`src/rtl/srb_pkg.sv`:
```
package srb_pkg;
  localparam int unsigned DATA_W = 8;
  localparam int unsigned OP_W   = 8;
  localparam int unsigned SEL_W  = 3;
  localparam int unsigned FLAG_W = 4;

  typedef enum logic [1:0] {
    GRP_SHIFT = 2'b00,
    GRP_TEST  = 2'b01,
    GRP_CLR   = 2'b10,
    GRP_SET   = 2'b11
  } grp_e;

  typedef enum logic [2:0] {
    SK_ROL   = 3'd0,
    SK_ROR   = 3'd1,
    SK_ROLC  = 3'd2,
    SK_RORC  = 3'd3,
    SK_SHL0  = 3'd4,
    SK_SHRA  = 3'd5,
    SK_SWAP  = 3'd6,
    SK_SHR0  = 3'd7
  } shift_e;

  typedef struct packed {
    logic z;
    logic n;
    logic h;
    logic c;
  } flags_t;

  localparam logic [SEL_W-1:0] SEL_MEM = 3'd6;
endpackage

```
`src/rtl/srb_shifter.sv`:
```
module srb_shifter
  import srb_pkg::*;
#(
  parameter int unsigned W = DATA_W
) (
  input  shift_e         kind_i,
  input  logic [W-1:0]   data_i,
  input  logic           carry_i,
  input  logic           full_mode_i,
  output logic [W-1:0]   data_o,
  output logic           carry_o
);
  localparam int unsigned HALF = W / 2;

  always_comb begin
    data_o  = data_i;
    carry_o = 1'b0;
    unique case (kind_i)
      SK_ROL:  begin data_o = {data_i[W-2:0], data_i[W-1]}; carry_o = data_i[W-1]; end
      SK_ROR:  begin data_o = {data_i[0], data_i[W-1:1]};   carry_o = data_i[0];   end
      SK_ROLC: begin data_o = {data_i[W-2:0], carry_i};     carry_o = data_i[W-1]; end
      SK_RORC: begin data_o = {carry_i, data_i[W-1:1]};     carry_o = data_i[0];   end
      SK_SHL0: begin data_o = {data_i[W-2:0], 1'b0};        carry_o = data_i[W-1]; end
      SK_SHRA: begin data_o = {data_i[W-1], data_i[W-1:1]}; carry_o = data_i[0];   end
      SK_SWAP: begin
        if (full_mode_i) begin
          data_o  = {data_i[W-2:0], 1'b1};
          carry_o = data_i[W-1];
        end else begin
          data_o  = {data_i[HALF-1:0], data_i[W-1:HALF]};
          carry_o = 1'b0;
        end
      end
      SK_SHR0: begin data_o = {1'b0, data_i[W-1:1]};        carry_o = data_i[0];   end
      default: begin data_o = data_i; carry_o = 1'b0; end
    endcase
  end
endmodule

```
`src/rtl/srb_bitop.sv`:
```
module srb_bitop
  import srb_pkg::*;
#(
  parameter int unsigned W = DATA_W,
  localparam int unsigned IDX_W = $clog2(W)
) (
  input  grp_e             grp_i,
  input  logic [IDX_W-1:0] idx_i,
  input  logic [W-1:0]     data_i,
  output logic [W-1:0]     data_o,
  output logic             bit_zero_o
);
  logic [W-1:0] mask;

  always_comb begin
    mask       = '0;
    mask[idx_i] = 1'b1;
    bit_zero_o = ~data_i[idx_i];
    unique case (grp_i)
      GRP_SET: data_o = data_i | mask;
      GRP_CLR: data_o = data_i & ~mask;
      default: data_o = data_i;
    endcase
  end
endmodule

```
`src/rtl/srb_unit.sv`:
```
module srb_unit
  import srb_pkg::*;
(
  input  logic                clk_i,
  input  logic                rst_ni,
  input  logic                valid_i,
  input  logic [OP_W-1:0]     op_i,
  input  logic [DATA_W-1:0]   operand_i,
  input  logic [FLAG_W-1:0]   flags_i,
  input  logic                full_mode_i,
  input  logic                acc_form_i,
  output logic                valid_o,
  output logic [DATA_W-1:0]   result_o,
  output logic                wr_en_o,
  output logic [FLAG_W-1:0]   flags_o,
  output logic [SEL_W-1:0]    reg_sel_o,
  output logic                mem_operand_o
);
  localparam int unsigned IDX_W = $clog2(DATA_W);

  grp_e               grp;
  shift_e             kind;
  logic [IDX_W-1:0]   idx;
  flags_t             f_in, f_nxt;
  logic [DATA_W-1:0]  sh_data, bo_data, res_nxt;
  logic               sh_carry, bo_zero;

  assign grp  = grp_e'(op_i[7:6]);
  assign kind = shift_e'(op_i[5:3]);
  assign idx  = op_i[5:3];
  assign f_in = flags_t'(flags_i);

  srb_shifter #(.W(DATA_W)) u_shift (
    .kind_i      (kind),
    .data_i      (operand_i),
    .carry_i     (f_in.c),
    .full_mode_i (full_mode_i),
    .data_o      (sh_data),
    .carry_o     (sh_carry)
  );

  srb_bitop #(.W(DATA_W)) u_bitop (
    .grp_i      (grp),
    .idx_i      (idx),
    .data_i     (operand_i),
    .data_o     (bo_data),
    .bit_zero_o (bo_zero)
  );

  always_comb begin
    f_nxt   = f_in;
    res_nxt = bo_data;
    unique case (grp)
      GRP_SHIFT: begin
        res_nxt = sh_data;
        f_nxt.z = acc_form_i ? 1'b0 : (sh_data == '0);
        f_nxt.n = 1'b0;
        f_nxt.h = 1'b0;
        f_nxt.c = sh_carry;
      end
      GRP_TEST: begin
        f_nxt.z = bo_zero;
        f_nxt.n = 1'b0;
        f_nxt.h = 1'b1;
      end
      default: f_nxt = f_in;
    endcase
  end

  always_ff @(posedge clk_i or negedge rst_ni) begin
    if (!rst_ni) begin
      valid_o       <= 1'b0;
      wr_en_o       <= 1'b0;
      result_o      <= '0;
      flags_o       <= '0;
      reg_sel_o     <= '0;
      mem_operand_o <= 1'b0;
    end else begin
      valid_o       <= valid_i;
      wr_en_o       <= valid_i && (grp != GRP_TEST);
      result_o      <= res_nxt;
      flags_o       <= f_nxt;
      reg_sel_o     <= op_i[2:0];
      mem_operand_o <= (op_i[2:0] == SEL_MEM);
    end
  end

  assert_shift_nh_R5: assert property (@(posedge clk_i) disable iff (!rst_ni)
    (valid_o && $past(op_i[7:6]) == 2'b00) |-> (flags_o[2:1] == 2'b00));

  assert_shift_zero_R5: assert property (@(posedge clk_i) disable iff (!rst_ni)
    (valid_o && $past(op_i[7:6]) == 2'b00 && !$past(acc_form_i))
      |-> (flags_o[3] == (result_o == '0)));

  assert_acc_zero_R8: assert property (@(posedge clk_i) disable iff (!rst_ni)
    (valid_o && $past(op_i[7:6]) == 2'b00 && $past(acc_form_i)) |-> !flags_o[3]);

  assert_test_carry_R6: assert property (@(posedge clk_i) disable iff (!rst_ni)
    (valid_o && $past(op_i[7:6]) == 2'b01)
      |-> (!wr_en_o && flags_o[0] == $past(flags_i[0]) && flags_o[1]
           && result_o == $past(operand_i)));

  assert_setclr_flags_R7: assert property (@(posedge clk_i) disable iff (!rst_ni)
    (valid_o && $past(op_i[7])) |-> (flags_o == $past(flags_i) && wr_en_o));

  assert_no_idle_write_R10: assert property (@(posedge clk_i) disable iff (!rst_ni)
    !valid_o |-> !wr_en_o);

  assert_mem_sel_R9: assert property (@(posedge clk_i) disable iff (!rst_ni)
    mem_operand_o |-> (reg_sel_o == SEL_MEM));
endmodule

```
`config.mk`:
```
export PLATFORM = sky130hd
export DESIGN_NAME = srb_unit
export DESIGN_NICKNAME = d
export VERILOG_FILES = /design/src/rtl/srb_pkg.sv /design/src/rtl/srb_shifter.sv /design/src/rtl/srb_bitop.sv /design/src/rtl/srb_unit.sv
export SDC_FILE = /design/constraint.sdc
export NUM_CORES = 1
export LEC_CHECK = 0
export BUFFER_PORTS_ARGS = -buffer_cell sky130_fd_sc_hd__buf_2
export CORE_MARGIN = 3
export CORE_UTILIZATION = 50
export CTS_BUF_LIST = sky130_fd_sc_hd__clkbuf_8
export DETAILED_ROUTE_END_ITERATION = 7
export PLACE_DENSITY = 0.81
export REMOVE_ABC_BUFFERS = 1
export SLEW_MARGIN = 20
export SYNTH_ARGS = -nofsm -noshare
export SYNTH_HDL_FRONTEND = slang
export SYNTH_SLANG_ARGS = --single-unit
export TNS_END_PERCENT = 50
```
`constraint.sdc`:
```
create_clock -name clk_i -period 0.8 [get_ports clk_i]
set_input_delay 0.16 -clock clk_i [delete_from_list [all_inputs] [get_ports clk_i]]
set_output_delay 0.16 -clock clk_i [all_outputs]
set_load 0.1 [all_outputs]
```
==> results of run 1 <==
[cells by family after synthesis]
group                  share of synthesized area
AND/OR/NAND/NOR                           0.2165
AO/OA/AOI/OAI                             0.2351
flip-flops                                0.3711
multiplexers                              0.1299
buffers and inverters                    0.04742
[per-stage QoR]
stage / area [um^2] / setup slack, ps / util
detailed placement: 1966 / -730.3 / 0.8718
global placement: 1966 / -655.1 / 0.8718
floorplan: 1160 / -513.9 / -
==> impl_results.md, run 1 <==
* Sequential-to-total area share from yosys stat at 0.3711
* Die Ht at 55.27 um
* Row count at 17
* Status: stopped before the end
* Err: [ERROR DPL-0038] Utilization greater than 100%, impossible to legalize
* Primary FF master, synth: dfrtp_1
* Port bufs at 42
* Mean Syn Cell Area at 9.194 um^2
* Hold_buf cts at 1
* Synth unique cells at 43
* Placed Cells at 229
* DP HPWL at 3541 um
* Max Root-Sink Buffers at 2
* Post-synth ARST share at 1.000
* Largest cells by area after synthesis: dfrtp_1 37%, mux2i_1 7.4%, nand2_1 4.3%, mux2_1 3.7%, nor2_1 3.4%
* # clock sinks at 18
* Syn Std Cell Area at 1214 um^2
* Top Ports at 43
* Most frequent cell after synthesis: dfrtp_1
* Top post-synthesis cells by count: 18 x dfrtp_1, 14 x nand2_1, 11 x nor2_1
* Post-synth top area share at 0.3711
* Fail Step: 4_1_cts
* Area leader, netlist: dfrtp_1
* Initial Util at 0.5383
* Num CTS Buffers at 3
* Clk root buf: clkbuf_8
* Die X at 55.27 um
* Post-CTS Setup Bufs at 6
* CTS H-tree depth at 1
* Post-CTS sizing at 48
* Number of synthesized flops with an enable pin at 0
* Synth Instances at 132
* Synthesis-stage register bit count at 18
* Yosys warns at 0
* GP Congestion at 0.9238
==> run 2: changes to the inputs <==
--- a/config.mk
+++ b/config.mk
@@ -6,11 +6,10 @@
 export NUM_CORES = 1
 export LEC_CHECK = 0
 export BUFFER_PORTS_ARGS = -buffer_cell sky130_fd_sc_hd__buf_2
-export CORE_MARGIN = 3
-export CORE_UTILIZATION = 50
-export CTS_BUF_LIST = sky130_fd_sc_hd__clkbuf_8
+export CORE_AREA = 3 3 64 66
 export DETAILED_ROUTE_END_ITERATION = 7
-export PLACE_DENSITY = 0.81
+export DIE_AREA = 0 0 67 69
+export PLACE_DENSITY_LB_ADDON = 0.15
 export REMOVE_ABC_BUFFERS = 1
 export SLEW_MARGIN = 20
 export SYNTH_ARGS = -nofsm -noshare
==> run 2 against run 1 <==
  * The flow now finishes, with violations (negative setup slack)
  * Synthesized cell count is the same
  * Synthesized area stayed put
==> impl_results.md, run 2 <==
* NetSw at 0.001267 W
* Commonest cells after routing, fill and taps aside: 39 x buf_4, 21 x buf_12, 18 x dfrtp_1, 18 x buf_2, 14 x nand2_1
* Switching Fraction at 0.3763
* Mux cell area share after synthesis at 0.1299 (unchanged)
* CP required at 970 ps
* Primary FF master, synth: dfrtp_1
* Max Root-Sink Buffers at 2 (unchanged)
* Synth Instances at 132 (unchanged)
* Mean Syn Cell Area at 9.194 um^2 (unchanged)
* Pin count of the biggest net entering global routing at 19
* DP HPWL at 3098 um (-13%)
* Logic pwr share at 0.471
* Post-DP Area at 2021 um^2 (+2.8%)
* Row count at 22 (+5)
* Syn-to-layout area delta at 91.24%
* Startpoint Class: primary input
* N_diodes at 0
* Congestion Overflow GR at 0
* Highest clock rate at 812.2 MHz
* Hold path start: op_i[0]
* CTS tree: done
* GR Util met2 at 0.3079
* Pre-antenna DRT Iters at 4
* LEAKAGE at 1.078 nW
* Num CTS Buffers at 3 (unchanged)
* Crit-path max cell delay at 480 ps
* Area leader, netlist: dfrtp_1
* Cell count of the worst hold path at 1
* Syn Std Cell Area at 1214 um^2 (unchanged)
* Highest net fanout along the worst path at 6
* Number of synthesized flops with an enable pin at 0 (unchanged)
* Synth Area in Adders at 0 (unchanged)
* Die X at 67 um (+21%)
* Top Ports at 43 (unchanged)
* Clk pwr share at 0.221
* Final antenna-violating net count at 0
* Slowest-stage cell, CP: a222oi_1
* XOR/XNOR Fraction of Synth Area at 0 (unchanged)
* Crit path kind: primary input to flop
* Post-synth top area share at 0.3711 (unchanged)
* GRT Total Usage at 0.1848
* CP Depth at 6
* Top Usage Layer GRT: met2
* TNS Setup at -5534 ps
* Internal power at 0.002100 W
* Tightest Pin Transition at 483.7 ps
* Total wire length at 3956 um
* Sequential-to-total area share from yosys stat at 0.3711 (unchanged)
* Maximum VDD drop at 0.6066 mV
* Tcrit/Tclk final at 1.539
* Clk root buf: clkbuf_8
* Final setup vio count at 28
* CP Data Arrival Time at 1400 ps
* RSZ-0062 raised after global routing: yes
* Period minus WS final at 1231 ps
* CTS H-tree depth at 1 (unchanged)
* # clock sinks at 18 (unchanged)
* Commonest non-fill, non-tap cell in the layout: buf_4
* Minimum hold slack at 26.73 ps
* Fin util at 0.6388
* Seq pwr share at 0.308
* Leading registers by flop count: result_o: 8 flops, flags_o: 4 flops, reg_sel_o: 3 flops
* Die Ht at 69 um (+25%)
* HP Class: primary input to flop
* GR Util met3 at 0.02117
* Final #Nets at 241
* First-pass GRT wire length at 6589 um
* Hold EP: reg_sel_o[0]
* Synth Area in Compound Gates at 0.2351 (unchanged)
* Final hold vios at 0
* Clock transition at path regs at 70 ps
* Initial Util at 0.3340 (-0.2043)
* Fill cells at 295
* Pwr Density at 1451 nW/um^2
* Buf/Inv on CP at 2
* Max FFs per register at 8
* GP Congestion at 0.8575 (-7.2%)
* Via-to-Cell Ratio at 5.160
* Most frequent cell after synthesis: dfrtp_1
* Largest family of logic cells by synthesized area: compound AO/OA/AOI/OAI gates
* Slew margin rel. at 0.6776
* Yosys warns at 0 (unchanged)
* Avg WL per Cell at 15.04 um
* Reg with most FFs: result_o
* Status: complete, but fails checks
* Port bufs at 42 (unchanged)
* Cell breakdown of the critical path: buf_2 > buf_4 > mux2_2 > a222oi_1 > a22oi_2 > o31ai_4
* Synth unique cells at 43 (unchanged)
* MaxCap Viol Count at 0
* Synthesis-stage register bit count at 18 (unchanged)
* Top post-synthesis cells by count: 18 x dfrtp_1, 14 x nand2_1, 11 x nor2_1
* Worst setup margin at -431.2 ps
* CP endpoint kind: flop
* Max Slew Vio Count at 0
* Simple-gate portion of the synthesized area at 0.2165 (unchanged)
* Via Count at 1357
* Design Area, Final at 2321 um^2
* Core area at 3633 um^2
* Largest cells by area after synthesis: dfrtp_1 37%, mux2i_1 7.4%, nand2_1 4.3%, mux2_1 3.7%, nor2_1 3.4%
* Initial antenna violation count at 0
* Drt drc at 0
* Vias in the first global route at 1393
* Failing checks: negative setup slack
* Share of layout cells above drive strength 1 at 0.5302
* Met1 Use GR at 0.2332
* Die area at 4623 um^2
* CP delay by family, top: compound AO/OA/AOI/OAI gates
* Post-synth ARST share at 1.000 (unchanged)
* Starting DRT DRC Count at 45
==> run 2: cell counts after synthesis <==
Identical to the previous run, type by type.
==> run 2: kinds of logic after synthesis <==
logic type / after synthesis
compound gates: 38
buf+inv: 11
flops: 18
mux: 15
simple gates: 50
==> run 2: routing by layer <==
layer,routed length (um),up-vias
met5,0,-
met4,129,0
met3,224,13
met2,1983,55
met1,1618,637
li1,-,652
==> run 2: area by class of cell <==
type	instances	area, um^2	area share
Clock buffer	4	55.05	0.02372
Inverter	1	3.754	0.001617
Multi-Input combinational cell	103	814.5	0.3509
Sequential cell	18	450.4	0.1941
Tap cell	48	60.06	0.02588
Timing Repair Buffer	89	937.1	0.4038
==> run 2: how the worst max path moves through the flow <==
stage	startpoint	end	slack, ps
after global placement	op_i[3]	flags_o[3]	-670
after floorplan	operand_i[3]	flags_o[3]	-510
after CTS	operand_i[3]	flags_o[3]	-400
after global routing	operand_i[3]	flags_o[3]	-440
final	operand_i[2]	flags_o[3]	-430
after detailed placement	op_i[3]	flags_o[3]	-770
==> run 2: what timing repair did <==
item	in CTS	in global routing
hold buffers	1	0
setup endpoints to repair	28	28
hold endpoints to repair	18	0
buffers inserted	3	2
pin swaps	13	8
gates resized for setup	36	10
==> run 2: metrics by stage <==
step                      power, W  setup slack, ps  std cells
final                     0.003368           -431.2        263
after global routing      0.003515           -440.2        263
after CTS                 0.003340           -400.0        261
after detailed placement  0.002502           -772.9        253
after global placement    0.002479           -670.6        253
after floorplan           0.001769           -513.9        122
==> run 2: power groups by stage <==
stage               combinational [W]  clock [W]  sequential (W)
floorplan                    0.000240          0         0.00153
global placement              0.00143          0         0.00105
detailed placement            0.00145          0         0.00106
CTS                           0.00154   0.000757         0.00104
global route                  0.00166   0.000812         0.00104
finish                        0.00159   0.000745         0.00104
Power figures use the tool's default switching activity.
